<file path="src/rtl/ssk_pkg.sv">
// Package: shared word width, context entry type and stack operation codes
// for the status save stack. Assumes all three context words share one width.
package ssk_pkg;

    parameter int unsigned WORD_W = 32;

    // One saved context: both arithmetic-status words and the mode word.
    typedef struct packed {
        logic [WORD_W-1:0] mode;
        logic [WORD_W-1:0] astat_b;
        logic [WORD_W-1:0] astat_a;
    } ctx_t;

    // Action chosen for the current cycle by the request arbiter.
    typedef enum logic [2:0] {
        OP_IDLE     = 3'd0,
        OP_PUSH     = 3'd1,
        OP_PUSH_OVF = 3'd2,
        OP_POP      = 3'd3,
        OP_POP_UNF  = 3'd4
    } stk_op_e;

endpackage

</file>
<file path="src/rtl/ssk_arbiter.sv">
// Request arbiter: merges the push sources (explicit command and auto-push
// interrupts) and the pop sources (pop, return, clearing jump) into a single
// action for this cycle. Push wins over pop. Assumes full/empty come from
// registered state.
module ssk_arbiter
    import ssk_pkg::*;
#(
    parameter int unsigned INT_ID_W = 5,
    parameter logic [(1<<INT_ID_W)-1:0] AUTO_PUSH_MASK = 'hF
) (
    input  logic                cmd_push,
    input  logic                cmd_pop,
    input  logic                cmd_rti,
    input  logic                cmd_jump_ci,
    input  logic                int_take,
    input  logic [INT_ID_W-1:0] int_id,
    input  logic                stk_full,
    input  logic                stk_empty,
    output stk_op_e             op
);

    logic auto_hit;
    logic push_req;
    logic pop_req;

    // Decide whether the taken interrupt is one that saves context.
    always_comb auto_hit = int_take && AUTO_PUSH_MASK[int_id];

    // Collapse the sources into one push and one pop request.
    always_comb begin
        push_req = cmd_push || auto_hit;
        pop_req  = cmd_pop || cmd_rti || cmd_jump_ci;
    end

    // Pick the action: push first, then pop, each checked against the bounds.
    always_comb begin
        op = OP_IDLE;
        if (push_req) begin
            op = stk_full ? OP_PUSH_OVF : OP_PUSH;
        end else if (pop_req) begin
            op = stk_empty ? OP_POP_UNF : OP_POP;
        end
    end

endmodule

</file>
<file path="src/rtl/ssk_storage.sv">
// Saved-entry storage: DEPTH context entries below the live top plus an
// occupancy counter. A push writes at the counter; the entry at counter-1 is
// offered as the pop data. Assumes op never requests a push when full or a
// pop when empty (the arbiter downgrades those).
module ssk_storage
    import ssk_pkg::*;
#(
    parameter int unsigned DEPTH = 15
) (
    input  logic    clk,
    input  logic    rst_n,
    input  stk_op_e op,
    input  ctx_t    push_ctx,
    output ctx_t    top_ctx,
    output logic    stk_full,
    output logic    stk_empty
);

    localparam int unsigned CNT_W = $clog2(DEPTH + 1);

    logic [CNT_W-1:0] count_q;
    ctx_t             entry_q [DEPTH];

    // Occupancy counter: up on a real push, down on a real pop.
    always_ff @(posedge clk) begin
        if (!rst_n) begin
            count_q <= '0;
        end else if (op == OP_PUSH) begin
            count_q <= count_q + 1'b1;
        end else if (op == OP_POP) begin
            count_q <= count_q - 1'b1;
        end
    end

    // One register per slot; a slot loads when a push lands at its index.
    for (genvar g = 0; g < DEPTH; g++) begin : g_slot
        always_ff @(posedge clk) begin
            if (!rst_n) begin
                entry_q[g] <= '0;
            end else if (op == OP_PUSH && count_q == CNT_W'(g)) begin
                entry_q[g] <= push_ctx;
            end
        end
    end

    // Select the most recent saved entry as pop data.
    always_comb begin
        top_ctx = '0;
        for (int i = 0; i < DEPTH; i++) begin
            if (count_q == CNT_W'(i + 1)) begin
                top_ctx = entry_q[i];
            end
        end
    end

    // Boundary flags taken from the registered count.
    always_comb begin
        stk_full  = (count_q == CNT_W'(DEPTH));
        stk_empty = (count_q == '0);
    end

endmodule

</file>
<file path="src/rtl/ssk_live_regs.sv">
// Live register set: the two arithmetic-status words and the mode word that
// form the architectural top of stack, plus the push mask. A push clears the
// masked mode bits, a pop reloads all three words, and direct writes apply
// only in cycles with no stack request. Assumes op is already arbitrated.
module ssk_live_regs
    import ssk_pkg::*;
(
    input  logic              clk,
    input  logic              rst_n,
    input  stk_op_e           op,
    input  logic              stk_req,
    input  ctx_t              pop_ctx,
    input  logic [2:0]        live_we,
    input  logic [WORD_W-1:0] live_wdata,
    input  logic              mask_we,
    input  logic [WORD_W-1:0] mask_wdata,
    output ctx_t              live_ctx,
    output logic [WORD_W-1:0] mask_q
);

    localparam int unsigned NUM_WORDS = 3;
    localparam int unsigned MODE_IDX  = 2;

    logic [WORD_W-1:0] word_q   [NUM_WORDS];
    logic [WORD_W-1:0] pop_word [NUM_WORDS];

    // Split the pop entry into per-word lanes.
    always_comb begin
        pop_word[0] = pop_ctx.astat_a;
        pop_word[1] = pop_ctx.astat_b;
        pop_word[2] = pop_ctx.mode;
    end

    for (genvar g = 0; g < NUM_WORDS; g++) begin : g_word
        if (g == MODE_IDX) begin : g_mode
            // Mode word: masked on push, restored on pop, else direct write.
            always_ff @(posedge clk) begin
                if (!rst_n) begin
                    word_q[g] <= '0;
                end else if (op == OP_PUSH) begin
                    word_q[g] <= word_q[g] & ~mask_q;
                end else if (op == OP_POP) begin
                    word_q[g] <= pop_word[g];
                end else if (!stk_req && live_we[g]) begin
                    word_q[g] <= live_wdata;
                end
            end
        end else begin : g_astat
            // Status word: restored on pop, else direct write.
            always_ff @(posedge clk) begin
                if (!rst_n) begin
                    word_q[g] <= '0;
                end else if (op == OP_POP) begin
                    word_q[g] <= pop_word[g];
                end else if (!stk_req && live_we[g]) begin
                    word_q[g] <= live_wdata;
                end
            end
        end
    end

    // Mask register: plain software-written register.
    always_ff @(posedge clk) begin
        if (!rst_n) begin
            mask_q <= '0;
        end else if (mask_we) begin
            mask_q <= mask_wdata;
        end
    end

    // Repack the live words as a context entry for the push path.
    always_comb begin
        live_ctx.astat_a = word_q[0];
        live_ctx.astat_b = word_q[1];
        live_ctx.mode    = word_q[MODE_IDX];
    end

endmodule

</file>
<file path="src/rtl/ssk_flags.sv">
// Status flags: sticky overflow, registered underflow pulse, and assembly of
// the status word with overflow and empty at fixed bit positions. Assumes
// stk_empty reflects the registered occupancy.
module ssk_flags
    import ssk_pkg::*;
#(
    parameter int unsigned OVF_BIT   = 23,
    parameter int unsigned EMPTY_BIT = 24
) (
    input  logic              clk,
    input  logic              rst_n,
    input  stk_op_e           op,
    input  logic              sticky_clr,
    input  logic              stk_empty,
    output logic [WORD_W-1:0] sticky_word,
    output logic              underflow_pulse
);

    logic ovf_q;
    logic unf_q;

    // Sticky overflow: a set in the same cycle beats a clear.
    always_ff @(posedge clk) begin
        if (!rst_n) begin
            ovf_q <= 1'b0;
        end else if (op == OP_PUSH_OVF) begin
            ovf_q <= 1'b1;
        end else if (sticky_clr) begin
            ovf_q <= 1'b0;
        end
    end

    // Underflow pulse: high for the cycle after a pop on an empty stack.
    always_ff @(posedge clk) begin
        if (!rst_n) begin
            unf_q <= 1'b0;
        end else begin
            unf_q <= (op == OP_POP_UNF);
        end
    end

    // Build the status word from the flag bits.
    always_comb begin
        sticky_word            = '0;
        sticky_word[OVF_BIT]   = ovf_q;
        sticky_word[EMPTY_BIT] = stk_empty;
        underflow_pulse        = unf_q;
    end

endmodule

</file>
<file path="src/rtl/ssk_status_stack.sv">
// Status save stack top: connects the arbiter, saved-entry storage, live
// register set and flag logic. The live words are the top of stack; DEPTH
// entries are saved below them. Assumes one request set per clock.
module ssk_status_stack
    import ssk_pkg::*;
#(
    parameter int unsigned DEPTH     = 15,
    parameter int unsigned INT_ID_W  = 5,
    parameter logic [(1<<INT_ID_W)-1:0] AUTO_PUSH_MASK = 'hF,
    parameter int unsigned OVF_BIT   = 23,
    parameter int unsigned EMPTY_BIT = 24
) (
    input  logic                clk,
    input  logic                rst_n,
    input  logic                cmd_push,
    input  logic                cmd_pop,
    input  logic                cmd_rti,
    input  logic                cmd_jump_ci,
    input  logic                int_take,
    input  logic [INT_ID_W-1:0] int_id,
    input  logic [2:0]          live_we,
    input  logic [WORD_W-1:0]   live_wdata,
    input  logic                mask_we,
    input  logic [WORD_W-1:0]   mask_wdata,
    input  logic                sticky_clr,
    output logic [WORD_W-1:0]   astat_a,
    output logic [WORD_W-1:0]   astat_b,
    output logic [WORD_W-1:0]   mode_word,
    output logic [WORD_W-1:0]   mask_q,
    output logic [WORD_W-1:0]   sticky_word,
    output logic                underflow_pulse
);

    stk_op_e op;
    logic    stk_full;
    logic    stk_empty;
    logic    stk_req;
    ctx_t    live_ctx;
    ctx_t    top_ctx;

    // Any stack action requested this cycle, even one that is refused.
    always_comb stk_req = (op != OP_IDLE);

    ssk_arbiter #(
        .INT_ID_W       (INT_ID_W),
        .AUTO_PUSH_MASK (AUTO_PUSH_MASK)
    ) u_arb (
        .cmd_push    (cmd_push),
        .cmd_pop     (cmd_pop),
        .cmd_rti     (cmd_rti),
        .cmd_jump_ci (cmd_jump_ci),
        .int_take    (int_take),
        .int_id      (int_id),
        .stk_full    (stk_full),
        .stk_empty   (stk_empty),
        .op          (op)
    );

    ssk_storage #(
        .DEPTH (DEPTH)
    ) u_store (
        .clk       (clk),
        .rst_n     (rst_n),
        .op        (op),
        .push_ctx  (live_ctx),
        .top_ctx   (top_ctx),
        .stk_full  (stk_full),
        .stk_empty (stk_empty)
    );

    ssk_live_regs u_live (
        .clk        (clk),
        .rst_n      (rst_n),
        .op         (op),
        .stk_req    (stk_req),
        .pop_ctx    (top_ctx),
        .live_we    (live_we),
        .live_wdata (live_wdata),
        .mask_we    (mask_we),
        .mask_wdata (mask_wdata),
        .live_ctx   (live_ctx),
        .mask_q     (mask_q)
    );

    ssk_flags #(
        .OVF_BIT   (OVF_BIT),
        .EMPTY_BIT (EMPTY_BIT)
    ) u_flags (
        .clk             (clk),
        .rst_n           (rst_n),
        .op              (op),
        .sticky_clr      (sticky_clr),
        .stk_empty       (stk_empty),
        .sticky_word     (sticky_word),
        .underflow_pulse (underflow_pulse)
    );

    // Expose the live words on the ports.
    always_comb begin
        astat_a   = live_ctx.astat_a;
        astat_b   = live_ctx.astat_b;
        mode_word = live_ctx.mode;
    end

endmodule

</file>
<file path="config.mk">
export PLATFORM = sky130hd
export DESIGN_NAME = ssk_status_stack
export DESIGN_NICKNAME = d
export VERILOG_FILES = /design/src/rtl/ssk_pkg.sv /design/src/rtl/ssk_arbiter.sv /design/src/rtl/ssk_storage.sv /design/src/rtl/ssk_live_regs.sv /design/src/rtl/ssk_flags.sv /design/src/rtl/ssk_status_stack.sv
export SDC_FILE = /design/constraint.sdc
export NUM_CORES = 2
export LEC_CHECK = 0
export BUFFER_PORTS_ARGS = -buffer_cell sky130_fd_sc_hd__buf_2
export CELL_PAD_IN_SITES_DETAIL_PLACEMENT = 1
export CELL_PAD_IN_SITES_GLOBAL_PLACEMENT = 1
export CORE_ASPECT_RATIO = 0.8
export CORE_MARGIN = 2
export CORE_UTILIZATION = 47
export DETAILED_ROUTE_END_ITERATION = 10
export PLACE_DENSITY = 0.87
export SLEW_MARGIN = 10
export SYNTH_ARGS = -nofsm -noshare
export SYNTH_HDL_FRONTEND = slang
export SYNTH_SLANG_ARGS = --single-unit
</file>
<file path="constraint.sdc">
create_clock -name clk -period 9 [get_ports clk]
set_input_delay 0.45 -clock clk [delete_from_list [all_inputs] [get_ports clk]]
set_output_delay 0.45 -clock clk [all_outputs]
set_load 0.03 [all_outputs]
</file>
==> run summary <==
Final HPWL DP = 144,000 µm
Max-Cap Viols = 0
minimum clock period = 5.54 ns
Switching Fraction = 34.0%
DR iter-0 viols = 8,383
PwrDens = 254 nW/µm²
most frequent cells in the layout = edfxtp_1 (1,536), and2_1 (1,426), nor2_1 (228), a21oi_1 (228), buf_2 (209)
first-pass GRT wire length = 399,000 µm
Post-route DRC = 0
Post-Syn Instances = 5,855
Std-Cell Rows = 129
total gr overflow = 0
CTS tree = done
Setup Buffers After CTS = 0
clock buffer count from CTS = 159
critical-path maximum fanout = 65
Pwr Total = 20.5 mW
Seq cells post-synth = 1,574
syn_area_per_cell = 12.4 µm²
critical path's slowest cell = buf_4
worst reg2reg setup slack = 3.46 ns
status = completed
cell family with most CP delay = buffers and inverters
clock power share = 32.1%
Total Routed Length = 279,000 µm
Unique masters post-synth = 72
Least-Margin Pin Slew = 1.32 ns
final core occ = 52.2%
CTS sink count = 1,574
RSZ-0062 raised after global routing = no
Die Ht = 356 µm
Setup WS post-layout = 3.46 ns
routed vias/inst = 7.00
worst endpoint required time = 9.70 ns
Filler cells = 15.4k
Worst-path clk slew = 0.06 ns
Clock Tree Buf Depth = 3
Core Box Area = 154,000 µm²
maximum number of pins on one net before global-route repair = 133
DR vias = 55.7k
sequential fraction of the synthesis area = 64.4%
# setup viols final = 0
Fmax = 0.181 GHz
GPL Wtd Cong = 0.822
Async S/R FF share, synth = 0%
CP arrival = 6.23 ns
Die Area = 158,000 µm²
IO Count = 242
Ys Warns = 0
Die Wd = 444 µm
fraction of layout cells with a size suffix above 1 = 11.3%
vias in the first global route = 57.4k
ys flop type = edfxtp_1
final setup TNS = 0 ns
crit end category = flop
clk root buf = clkbuf_16
synth-to-layout area growth = 10.7%
leakage = 28.7 nW
Pre-Repair DR Iteration Count = 7
antenna violations before repair = 18
commonest non-fill, non-tap cell in the layout = edfxtp_1
EDFF count, synth = 1,536
DP Worst Slack = 3.80 ns
kind of start point of the critical path = flop
critical path buffer and inverter count = 4
crit-path most repeated cell = buf_4
worst skew pair latency = 0.86 ns
P_sw = 6.96 mW
Seq pwr share = 45.5%
IO buf count = 209
Max Clock Skew = 0.0544 ns
Comb pwr share = 22.4%
critical-path cell list = inv_1, ha_4, buf_4, buf_4, nand3_1, nor2_4, buf_4, and2_1
pins over their slew limit = 0
H-tree depth = 4
P_int = 13.5 mW
CP Class = flop to flop
ANT nets after route = 0
Max VDD drop = 0.200 mV
Routed WL per cell = 35.1 µm
GRT Total Usage = 34.7%
Final Hold Viols = 0
period utilisation layout = 61.5%
Initial Util = 47.2%
delay of the slowest critical-path stage = 0.96 ns
Final nets = 5,849
Worst slew margin = 11.7%
Worst Hold Class = input pin to flop
Synth Cell Area = 72,800 µm²
per-layer routing:
| layer | GRT usage [%] | up-vias | routed length [µm] |
|---|---|---|---|
| met4 | 22.9 | 4 | 20100 |
| li1 | - | 21600 | - |
| met5 | 0 | - | 28 |
| met2 | 55.1 | 5022 | 129000 |
| met3 | 8.57 | 1320 | 36400 |
| met1 | 42.2 | 27800 | 94100 |
path summary, 6_finish.rpt:
| check | startpoint | end | depth (start not counted) |
|---|---|---|---|
| hold / removal | live_wdata[26] | u_live.word_q[1][26]$_DFFE_PP_ | 2 |
| setup reg to reg | u_store.count_q[0]$_SDFFE_PN0P_ | u_store.entry_q[1][443]$_SDFFCE_PN0P_ | 8 |
| hold reg to reg | u_live.mask_q[14]$_SDFFE_PN0P_ | u_live.mask_q[14]$_SDFFE_PN0P_ | 2 |
| setup / recovery | u_store.count_q[0]$_SDFFE_PN0P_ | u_store.entry_q[1][443]$_SDFFCE_PN0P_ | 8 |
cells in the mapped netlist, types with 5 or more instances:
cell | n | area, µm²
o22ai_1 | 187 | 1170
nor3_1 | 78 | 390
a221oi_1 | 155 | 1360
nor2b_1 | 10 | 62.6
nand3_1 | 72 | 360
o211ai_1 | 63 | 473
nor2_2 | 6 | 37.5
clkbuf_2 | 44 | 220
a32oi_1 | 31 | 272
o31ai_1 | 32 | 240
a211oi_1 | 5 | 37.5
edfxtp_1 | 1536 | 46100
and3_1 | 5 | 31.3
nand3b_1 | 105 | 788
and2_1 | 1428 | 8930
buf_2 | 70 | 350
a21o_1 | 32 | 240
buf_4 | 43 | 323
inv_1 | 75 | 282
a2111oi_0 | 60 | 526
mux2i_1 | 34 | 340
nand2_1 | 212 | 796
a31oi_1 | 35 | 219
a22o_1 | 63 | 552
o21ai_0 | 143 | 716
a21oi_1 | 228 | 1140
nor2_1 | 239 | 897
clkbuf_1 | 448 | 1680
a221o_1 | 125 | 1250
a2111oi_2 | 28 | 420
nand2b_1 | 6 | 37.5
buf_1 | 27 | 101
o221a_2 | 33 | 372
a22oi_1 | 61 | 458
dfxtp_1 | 38 | 761
o221ai_1 | 34 | 298
flip-flops by register name (all words and copies together) (netlist names):
register                 count
u_flags.ovf_q                1
u_flags.underflow_pulse      1
u_live.mask_q               32
u_live.word_q               96
u_store.count_q              4
u_store.entry_q           1440
area by class of cell:
type / instances / area (µm²) / area share [%]
repair buffers: 354 / 2320 / 2.88
clock inverters: 80 / 752 / 0.933
diodes: 24 / 60.1 / 0.0745
multi-input cells: 3599 / 23500 / 29.2
inverters: 76 / 290 / 0.360
flip-flops and latches: 1574 / 46900 / 58.2
well taps: 2030 / 2540 / 3.15
clock buffers: 211 / 4220 / 5.23
worst reg2reg max path, cell delays in order (launching register included):
cell and delay [ns]:
dfxtp_1 0.41, inv_1 0.23, ha_4 0.48, buf_4 0.65
buf_4 0.91, nand3_1 0.44, nor2_4 0.93, buf_4 0.96
and2_1 0.36
through the flow:
| step | hold slack (ns) | cell area, µm² | cells |
|---|---|---|---|
| 5_1_grt | 0.0586 | 80600 | 7930 |
| 3_5_place_dp | 0.521 | 75200 | 7598 |
| 6_report | 0.0936 | 80600 | 7948 |
| 2_1_floorplan | 0.553 | 72900 | 5884 |
| 4_1_cts | 0.0299 | 80500 | 7923 |
| 3_3_place_gp | 0.499 | 75200 | 7598 |
kinds of logic after synthesis:
group | Yosys count | synth area share [%]
other | 1 | 0.00515
muxes | 34 | 0.467
xor gates and xnor gates | 3 | 0.0361
and+or+nand+nor | 2189 | 17.3
AOI/OAI and AO/OA | 1339 | 13.7
buffers and inverters | 711 | 4.11
DFF | 1574 | 64.4
adders and majority gates | 4 | 0.0687
power by group through the flow:
stage               combinational [mW]  clock (mW)  sequential, mW
detailed placement                4.34           0            9.43
CTS                               4.40        6.56            9.29
global placement                  4.17           0            9.35
finish                            4.58        6.57            9.32
global route                      4.65        6.82            9.37
floorplan                         2.54           0            9.42
what timing repair did:
action	4_1_cts	5_1_grt
hold buffers	34	0
resized for setup	0	0
hold endpoints to repair	33	0
No activity file was read; power rests on OpenSTA's default activity.
